`src/rtl/xchain_pkg.sv`:
```
package xchain_pkg;

    localparam int NUM_CHAINS = 4;
    localparam int SEL_W      = 3;

    typedef enum logic [SEL_W-1:0] {
        MODE_NORMAL = 3'd0,
        MODE_FLOAT  = 3'd1,
        MODE_CH0    = 3'd2,
        MODE_CH1    = 3'd3,
        MODE_CH2    = 3'd4,
        MODE_CH3    = 3'd5
    } mode_e;

    typedef struct packed {
        mode_e mode;
    } mode_state_t;

    function automatic mode_e decode_sel(input logic [SEL_W-1:0] sel);
        mode_e m;
        case (sel)
            3'd0:    m = MODE_NORMAL;
            3'd2:    m = MODE_CH0;
            3'd3:    m = MODE_CH1;
            3'd4:    m = MODE_CH2;
            3'd5:    m = MODE_CH3;
            default: m = MODE_FLOAT;
        endcase
        return m;
    endfunction

    function automatic logic is_chain(input mode_e m);
        return (m == MODE_CH0) || (m == MODE_CH1) ||
               (m == MODE_CH2) || (m == MODE_CH3);
    endfunction

endpackage

```
`src/rtl/xchain_mode_reg.sv`:
```
module xchain_mode_reg
    import xchain_pkg::*;
(
    input  logic             clk,
    input  logic             rst_n,
    input  logic             load_i,
    input  logic [SEL_W-1:0] sel_i,
    output mode_e            mode_o
);

    mode_state_t state_d, state_q;

    always_comb begin
        state_d = state_q;
        if (load_i) begin
            state_d.mode = decode_sel(sel_i);
        end
    end

    always_ff @(posedge clk or negedge rst_n) begin
        if (!rst_n) begin
            state_q.mode <= MODE_NORMAL;
        end else begin
            state_q <= state_d;
        end
    end

    assign mode_o = state_q.mode;

endmodule

```
`src/rtl/xchain_fold.sv`:
```
module xchain_fold #(
    parameter int                  NUM_PADS = 16,
    parameter logic [NUM_PADS-1:0] MEMBERS  = '0
) (
    input  logic [NUM_PADS-1:0] pad_in_i,
    output logic                parity_o
);

    logic [NUM_PADS-1:0] picked;

    always_comb begin
        picked   = pad_in_i & MEMBERS;
        parity_o = 1'b1 ^ (^picked);
    end

endmodule

```
`src/rtl/xchain_pad_mux.sv`:
```
module xchain_pad_mux
    import xchain_pkg::*;
#(
    parameter int                                  NUM_PADS = 16,
    parameter logic [NUM_CHAINS-1:0][NUM_PADS-1:0] OUT_MASK = '0
) (
    input  mode_e                 mode_i,
    input  logic [NUM_CHAINS-1:0] parity_i,
    input  logic [NUM_PADS-1:0]   core_out_i,
    input  logic [NUM_PADS-1:0]   core_oe_i,
    output logic [NUM_PADS-1:0]   pad_out_o,
    output logic [NUM_PADS-1:0]   pad_oe_o
);

    localparam int IDX_W = $clog2(NUM_CHAINS);

    logic [SEL_W-1:0] offset;
    logic [IDX_W-1:0] chain_idx;

    always_comb begin
        offset    = SEL_W'(mode_i) - SEL_W'(MODE_CH0);
        chain_idx = offset[IDX_W-1:0];
        pad_out_o = '0;
        pad_oe_o  = '0;
        if (mode_i == MODE_NORMAL) begin
            pad_out_o = core_out_i;
            pad_oe_o  = core_oe_i;
        end else if (is_chain(mode_i)) begin
            for (int c = 0; c < NUM_CHAINS; c++) begin
                if (chain_idx == IDX_W'(c)) begin
                    pad_oe_o  = OUT_MASK[c];
                    pad_out_o = OUT_MASK[c] & {NUM_PADS{parity_i[c]}};
                end
            end
        end
    end

endmodule

```
`src/rtl/pad_xchain_ctl.sv`:
```
module pad_xchain_ctl
    import xchain_pkg::*;
#(
    parameter int                                  NUM_PADS    = 16,
    parameter logic [NUM_CHAINS-1:0][NUM_PADS-1:0] MEMBER_MASK = {16'h7000, 16'h0700, 16'h0070, 16'h0007},
    parameter logic [NUM_CHAINS-1:0][NUM_PADS-1:0] OUT_MASK    = {16'h8000, 16'h0800, 16'h0080, 16'h0008}
) (
    input  logic                clk,
    input  logic                rst_n,
    input  logic                mode_load,
    input  logic [2:0]          mode_sel,
    input  logic [NUM_PADS-1:0] pad_in,
    input  logic [NUM_PADS-1:0] core_out,
    input  logic [NUM_PADS-1:0] core_oe,
    output logic [NUM_PADS-1:0] pad_out,
    output logic [NUM_PADS-1:0] pad_oe
);

    mode_e                 mode_q;
    logic [NUM_CHAINS-1:0] parity;

    xchain_mode_reg u_mode (
        .clk    (clk),
        .rst_n  (rst_n),
        .load_i (mode_load),
        .sel_i  (mode_sel),
        .mode_o (mode_q)
    );

    for (genvar c = 0; c < NUM_CHAINS; c++) begin : g_chain
        xchain_fold #(
            .NUM_PADS (NUM_PADS),
            .MEMBERS  (MEMBER_MASK[c])
        ) u_fold (
            .pad_in_i (pad_in),
            .parity_o (parity[c])
        );
    end

    xchain_pad_mux #(
        .NUM_PADS (NUM_PADS),
        .OUT_MASK (OUT_MASK)
    ) u_mux (
        .mode_i     (mode_q),
        .parity_i   (parity),
        .core_out_i (core_out),
        .core_oe_i  (core_oe),
        .pad_out_o  (pad_out),
        .pad_oe_o   (pad_oe)
    );

endmodule

```
`config.mk`:
```
export PLATFORM = sky130hd
export DESIGN_NAME = pad_xchain_ctl
export DESIGN_NICKNAME = d
export VERILOG_FILES = /design/src/rtl/xchain_pkg.sv /design/src/rtl/xchain_mode_reg.sv /design/src/rtl/xchain_fold.sv /design/src/rtl/xchain_pad_mux.sv /design/src/rtl/pad_xchain_ctl.sv
export SDC_FILE = /design/constraint.sdc
export NUM_CORES = 1
export LEC_CHECK = 0
export BUFFER_PORTS_ARGS = -buffer_cell sky130_fd_sc_hd__buf_4
export CAP_MARGIN = 20
export CELL_PAD_IN_SITES_DETAIL_PLACEMENT = 0
export CELL_PAD_IN_SITES_GLOBAL_PLACEMENT = 1
export CORE_AREA = 2 2 59 61
export CTS_CLUSTER_SIZE = 10
export DETAILED_ROUTE_END_ITERATION = 16
export DIE_AREA = 0 0 61 63
export PLACE_DENSITY = 0.9
export SLEW_MARGIN = 30
export SYNTH_ARGS = -nofsm -noshare
export SYNTH_HDL_FRONTEND = slang
export SYNTH_HIERARCHICAL = 1
export SYNTH_SLANG_ARGS = --single-unit
```
`constraint.sdc`:
```
create_clock -name clk -period 1.9 [get_ports clk]
set_clock_uncertainty 0.05 [all_clocks]
set_input_delay 0.095 -clock clk [delete_from_list [all_inputs] [get_ports clk]]
set_output_delay 0.095 -clock clk [all_outputs]
set_load 0.05 [all_outputs]
```
==> impl_metrics.yaml, run 1 <==
floorplan:
  start_util: 0.162
  fp-row-count: 21
  boundaryPins: 86
  die_width_um: 61
  die_y_um: 63
  dieArea_um2: 3840
  core_area_um2: 3230
critical_path:
  reg2reg_slack_ns: 0.97
  r2r_end: "u_mode/mode_o[2]"
  arrival_ns: 1.56
  critPathMaxFanout: 24
  rr_worst_depth: 2
  path_class: "flop to output pin"
  r2r_start: "u_mode/mode_o[2]"
  end_kind: "output pin"
  required_ns: 1.75
  crit_path_max_incr_delay_ns: 0.52
  cp-start-kind: "flop"
  slowest_stage: "dfrtp_1"
  path_cells: "nor3_2 > buf_4 > and2_1 > buf_4"
  crit_top_cell: "buf_4"
route:
  drc_errors: 0
  viasPerCell: 3.79
  vias: 739
  firstDrtPassIters: 4
  wl_met1_um: 726
  routed.top_layer: "met3"
  first_iter_violations: 17
  routed_wl_um: 1870
  wl_met3_um: 255
  wl_per_cell_um: 9.58
  final_antenna_net_count: 0
  wl_met2_um: 887
pwr:
  peakVddDrop_uv: 233
  power_frac_clock: 0.182
  leakagePower_nw: 0.659
  combPwrFrac: 0.679
  p_seq_frac: 0.140
  internal_power_w: 0.000327
  switchingPower_w: 0.000283
  powerDensity_nw_per_um2: 505
  switching_share: 0.464
sta:
  worstMarginPinSlew_ns: 0.411
  finalSetupViolCount: 0
  finalCritPeriodShare: 0.899
  timing.slew.headroom: 0.726
  post-route-min-period_ns: 1.71
  slew_viol_final: 0
  hold_viol: 0
  setup_tns_ns: 0
  whs_ns: 0.0255
  fmax_mhz: 585
  rsz0062_at_grt: "no"
finish:
  final-seq-area_um2: 75.1
  drive_gt1_frac: 0.584
  final_nets: 204
  multi_input_area_um2: 409
  largest_reg_flops: 3
  synthToLayoutAreaGrowth_pct: 131
  n_antenna_cell: 0
  fillers: 357
clock_network:
  cts_sinks: 3
  clock_latency_ns: 0.23
  cts_root_buf: "clkbuf_4"
  post-cts-setup-buffer-count: 0
  cts_inserted_buffers: 3
  clock_path_buffers: 2
  path_clk_slew_ns: 0.04
  htree_levels: 1
  cts_tree: "done"
placed_design:
  dp_hpwl_um: 1600
  gp_congestion: 0.636
  io_buffers: 81
yosys:
  synth.avg_cell_area_um2: 7.92
  synth_mux_area_frac: 0.0383
  synth_fa_ha_area_frac: 0
  yosysWarningCount: 6
  synth_top_family_by_area: "simple AND/OR/NAND/NOR gates"
  syn_area_um2: 523
  ys_types: 17
  synth_top_area_frac: 0.287
  ys_top_cells_by_area: "and2_1 29%, xnor3_1 17%, dfrtp_1 14%"
  yosysTopAreaCell: "and2_1"
  synthSimpleGateAreaFrac: 0.495
  synth-compound-area-share: 0.0766
  synth-seq-cells: 3
  yosys.area_share.xor_xnor: 0.172
  yosysSeqAreaShare: 0.144
  synthesis.nets: 120
  postSynthCellCount: 66
min_path:
  hold_class: "input port to flop"
  min_path_cells: 2
  worstHoldStart: "mode_load"
  hold_path_end: "u_mode/mode_o[0]"
grt:
  grt_max_degree: 25
  grt_pass1_vias: 673
  overflow: 0
  grt_first_pass_wirelength_um: 2720
  grt_usage: 0.0914
  antenna_found_initial: 0
run:
  cap_violations: 0
outcome:
  outcome: "completed"
## cell families (layout without fill, tap and decap cells)
| logic type | after synthesis | after routing |
|---|---|---|
| mux | 2 | 2 |
| flops | 3 | 3 |
| xor+xnor | 4 | 4 |
| simple gates | 42 | 42 |
| buf+inv | 7 | 90 |
| compound gates | 8 | 8 |
## layout by cell type (no fill, tap or decap), drive strengths merged, types with 3 or more instances in the layout
cell type	synthesis	layout
buf	3	83
and2	24	24
a21oi	6	6
nor3	5	5
xnor3	4	4
or3b	4	4
clkbuf	2	4
nor2	3	3
dfrtp	3	3
## critical path, delay by kind of cell, from the launching register on
| family | cells | cell delay, ns |
|---|---|---|
| flops | 1 | 0.52 |
| buf+inv | 2 | 0.43 |
| simple gates | 2 | 0.38 |
## cell usage after synthesis
cell and count:
a21oi_1 6, and2_1 24, buf_2 2, buf_6 1, clkbuf_2 2, dfrtp_1 3, inv_1 2, mux2i_1 2
nand2_1 2, nand3_1 2, nand3b_1 2, nor2_1 3, nor3_1 4, nor3_2 1, o21ai_0 2, or3b_1 4
xnor3_1 4
## worst max-delay path by stage
stage	start	end	slack [ns]	cells past startpoint
6_report	u_mode/mode_o[0]	pad_out[8]	0.19	4
5_1_grt	u_mode/mode_o[0]	pad_out[1]	0.03	4
4_1_cts	u_mode/mode_o[0]	pad_out[8]	0.15	4
3_5_place_dp	u_mode/mode_o[0]	pad_out[8]	0.41	4
3_3_place_gp	u_mode/mode_o[0]	pad_oe[4]	0.41	4
2_1_floorplan	u_mode/mode_o[1]	pad_out[3]	0.04	3
## cell type report
type	instances	area share
timing repair buffer	84	0.524
multi-input combinational	56	0.339
sequential	3	0.0621
tap	46	0.0476
clock buffer	4	0.0217
inverter	2	0.00621
## what timing repair did
item,4_1_cts,5_1_grt
gates resized for setup,0,0
endpoints found under the hold margin,3,0
hold buffers,1,0
## layer usage
| metal | track usage | vias up |
|---|---|---|
| li1 | - | 385 |
| met1 | 0.103 | 307 |
| met2 | 0.152 | 47 |
| met3 | 0.0290 | 0 |
| met4 | 0.0408 | 0 |
| met5 | 0 | - |
## power by group through the flow
stage,sequential (W),combinational [W],clock (W)
floorplan,0.0000753,0.000266,0
global placement,0.0000872,0.000415,0
detailed placement,0.0000868,0.000417,0
CTS,0.0000860,0.000419,0.000120
global route,0.0000882,0.000438,0.000120
finish,0.0000853,0.000414,0.000111
## stage by stage
stage	total power [W]	area (µm²)	setup slack [ns]	cells	util
3_3_place_gp	0.000502	1170	0.414	190	0.363
4_1_cts	0.000625	1210	0.153	195	0.374
3_5_place_dp	0.000504	1170	0.413	190	0.363
2_1_floorplan	0.000341	523	0.0445	66	-
5_1_grt	0.000646	1210	0.0323	195	0.374
6_report	0.000611	1210	0.192	195	0.374
(Power assumes the default switching activity.)
==> inputs of run 2 (changes only) <==
CORE_AREA = 2 2 61 63   (was 2 2 59 61)
DIE_AREA = 0 0 63 65   (was 0 0 61 63)
PLACE_DENSITY = 0.85   (was 0.9)
clock period = 1.8 ns   (was 1.9 ns; I/O delays follow)
==> impl_metrics.yaml, run 2 (same netlist as run 1, synthesis figures left out) <==
placed_design:
  io_buffers: 81
  gp_congestion: 0.691
  dp.cells: 192
  dp_hpwl_um: 1530
sta:
  slew_viol_final: 0
  hold_viol: 0
  finalCritPeriodShare: 0.920
  finalSetupViolCount: 0
  fmax_mhz: 604
  worstMarginPinSlew_ns: 0.405
  timing.slew.headroom: 0.730
  rsz0062_at_grt: "no"
  post-route-min-period_ns: 1.66
clock_network:
  clock_path_buffers: 2
  post-cts-setup-buffer-count: 0
  cts_inserted_buffers: 3
  cts_root_buf: "clkbuf_4"
  clock_latency_ns: 0.23
  path_clk_slew_ns: 0.04
  cts_tree: "done"
  cts_sinks: 3
  htree_levels: 1
finish:
  multi_input_area_um2: 409
  n_antenna_cell: 0
  layout_commonest_cell: "buf_4"
  most-common-layout-cells: "83 x buf_4, 24 x and2_1, 6 x a21oi_1"
  synthToLayoutAreaGrowth_pct: 132
  layout.cells.non_filler: 197
  largest_reg_flops: 3
  final-seq-area_um2: 76.3
  drive_gt1_frac: 0.591
  fillers: 356
  final_nets: 204
critical_path:
  crit_path_max_incr_delay_ns: 0.51
  arrival_ns: 1.52
  path_class: "flop to output pin"
  critPathMaxFanout: 12
  required_ns: 1.66
  r2r_start: "u_mode/mode_o[2]"
  slowest_stage: "dfrtp_1"
  end_kind: "output pin"
  cp-start-kind: "flop"
  path_cells: "or3b_1 > a21oi_1 > buf_4"
  critPathLaunch: "u_mode/mode_o[2]"
pwr:
  p_seq_frac: 0.145
  peakVddDrop_uv: 293
  switchingPower_w: 0.000299
  internal_power_w: 0.000346
  power_frac_clock: 0.181
  switching_share: 0.464
  p_total_w: 0.000645
  combPwrFrac: 0.675
  leakagePower_nw: 0.659
  powerDensity_nw_per_um2: 532
route:
  first_iter_violations: 13
  wl_per_cell_um: 9.47
  final_antenna_net_count: 0
  routed_wl_um: 1870
  firstDrtPassIters: 2
  drc_errors: 0
  vias: 711
  viasPerCell: 3.61
grt:
  grt_first_pass_wirelength_um: 3030
  grt_usage: 0.0894
  grt_max_degree: 25
  grt_pass1_vias: 683
  overflow: 0
  antenna_found_initial: 0
run:
  cap_violations: 0
min_path:
  worstHoldStart: "mode_load"
  hold_class: "input port to flop"
floorplan:
  boundaryPins: 86
  fp-row-count: 22
  core_area_um2: 3500
  start_util: 0.150
  dieArea_um2: 4100
  die_width_um: 63
  die_y_um: 65
outcome:
  outcome: "completed"
## run 2: changes by cell type in the layout (fill, tap and decap cells not counted)
| cell | previous run | this run |
|---|---|---|
| dfrtp_2 | 0 | 1 |
| dfrtp_1 | 3 | 2 |
## run 2: worst paths after layout
| kind | slack [ns] | depth (start not counted) | endpoint |
|---|---|---|---|
| worst max-delay path | 0.14 | 3 | pad_out[15] |
| worst min-delay path | 0.01 | 2 | u_mode/mode_o[0] |
| worst max register to register | 0.83 | 2 | u_mode/mode_o[2] |
| worst min register to register | 0.64 | 2 | u_mode/mode_o[0] |
| max in group asynchronous | 1.46 | 2 | u_mode/mode_o[0] |
| min in group asynchronous | 0.14 | 2 | u_mode/mode_o[2] |
## run 2: layout make-up
class | count | share of cell area
tap | 48 | 0.0495
inverter | 2 | 0.00619
multi-input combinational | 56 | 0.337
clock buffer | 4 | 0.0217
sequential | 3 | 0.0630
timing repair buffer | 84 | 0.522
## run 2: critical path: cells and delay by family (launching register included)
| family | cells | cell delay [ns] |
|---|---|---|
| buffers and inverters | 1 | 0.22 |
| AND/OR/NAND/NOR | 1 | 0.40 |
| flip-flops | 1 | 0.51 |
| AO/OA/AOI/OAI | 1 | 0.15 |
## run 2: repair_timing
item | in CTS | in global routing
resized for setup | 0 | 1
setup endpoints to repair | 0 | 24
hold endpoints to repair | 3 | 0
hold buffers | 1 | 0
## run 2: through the flow
stage                util  hold slack, ns  TNS [ns]  cell area (µm²)  setup slack, ns
finish              0.347          0.0117         0             1210            0.145
detailed placement  0.336          -0.167         0             1170            0.320
global route        0.347          0.0222         0             1210           0.0154
floorplan               -          -0.256    -0.204              523          -0.0505
CTS                 0.346          0.0108         0             1210           0.0678
global placement    0.336          -0.170         0             1170            0.327
## run 2: metal layers
| layer | routed length, µm | GRT usage | up-vias |
|---|---|---|---|
| met4 | 0 | 0.0222 | 0 |
| met3 | 134 | 0.0278 | 0 |
| li1 | - | - | 384 |
| met1 | 752 | 0.109 | 298 |
| met5 | 0 | 0 | - |
| met2 | 979 | 0.153 | 29 |
## run 2: power groups by stage
stage / Combinational, W / Sequential, W / Clock, W
6_report: 0.000435 / 0.0000932 / 0.000117
5_1_grt: 0.000459 / 0.0000974 / 0.000129
4_1_cts: 0.000439 / 0.0000937 / 0.000122
3_5_place_dp: 0.000436 / 0.0000945 / 0
3_3_place_gp: 0.000434 / 0.0000945 / 0
2_1_floorplan: 0.000281 / 0.0000795 / 0
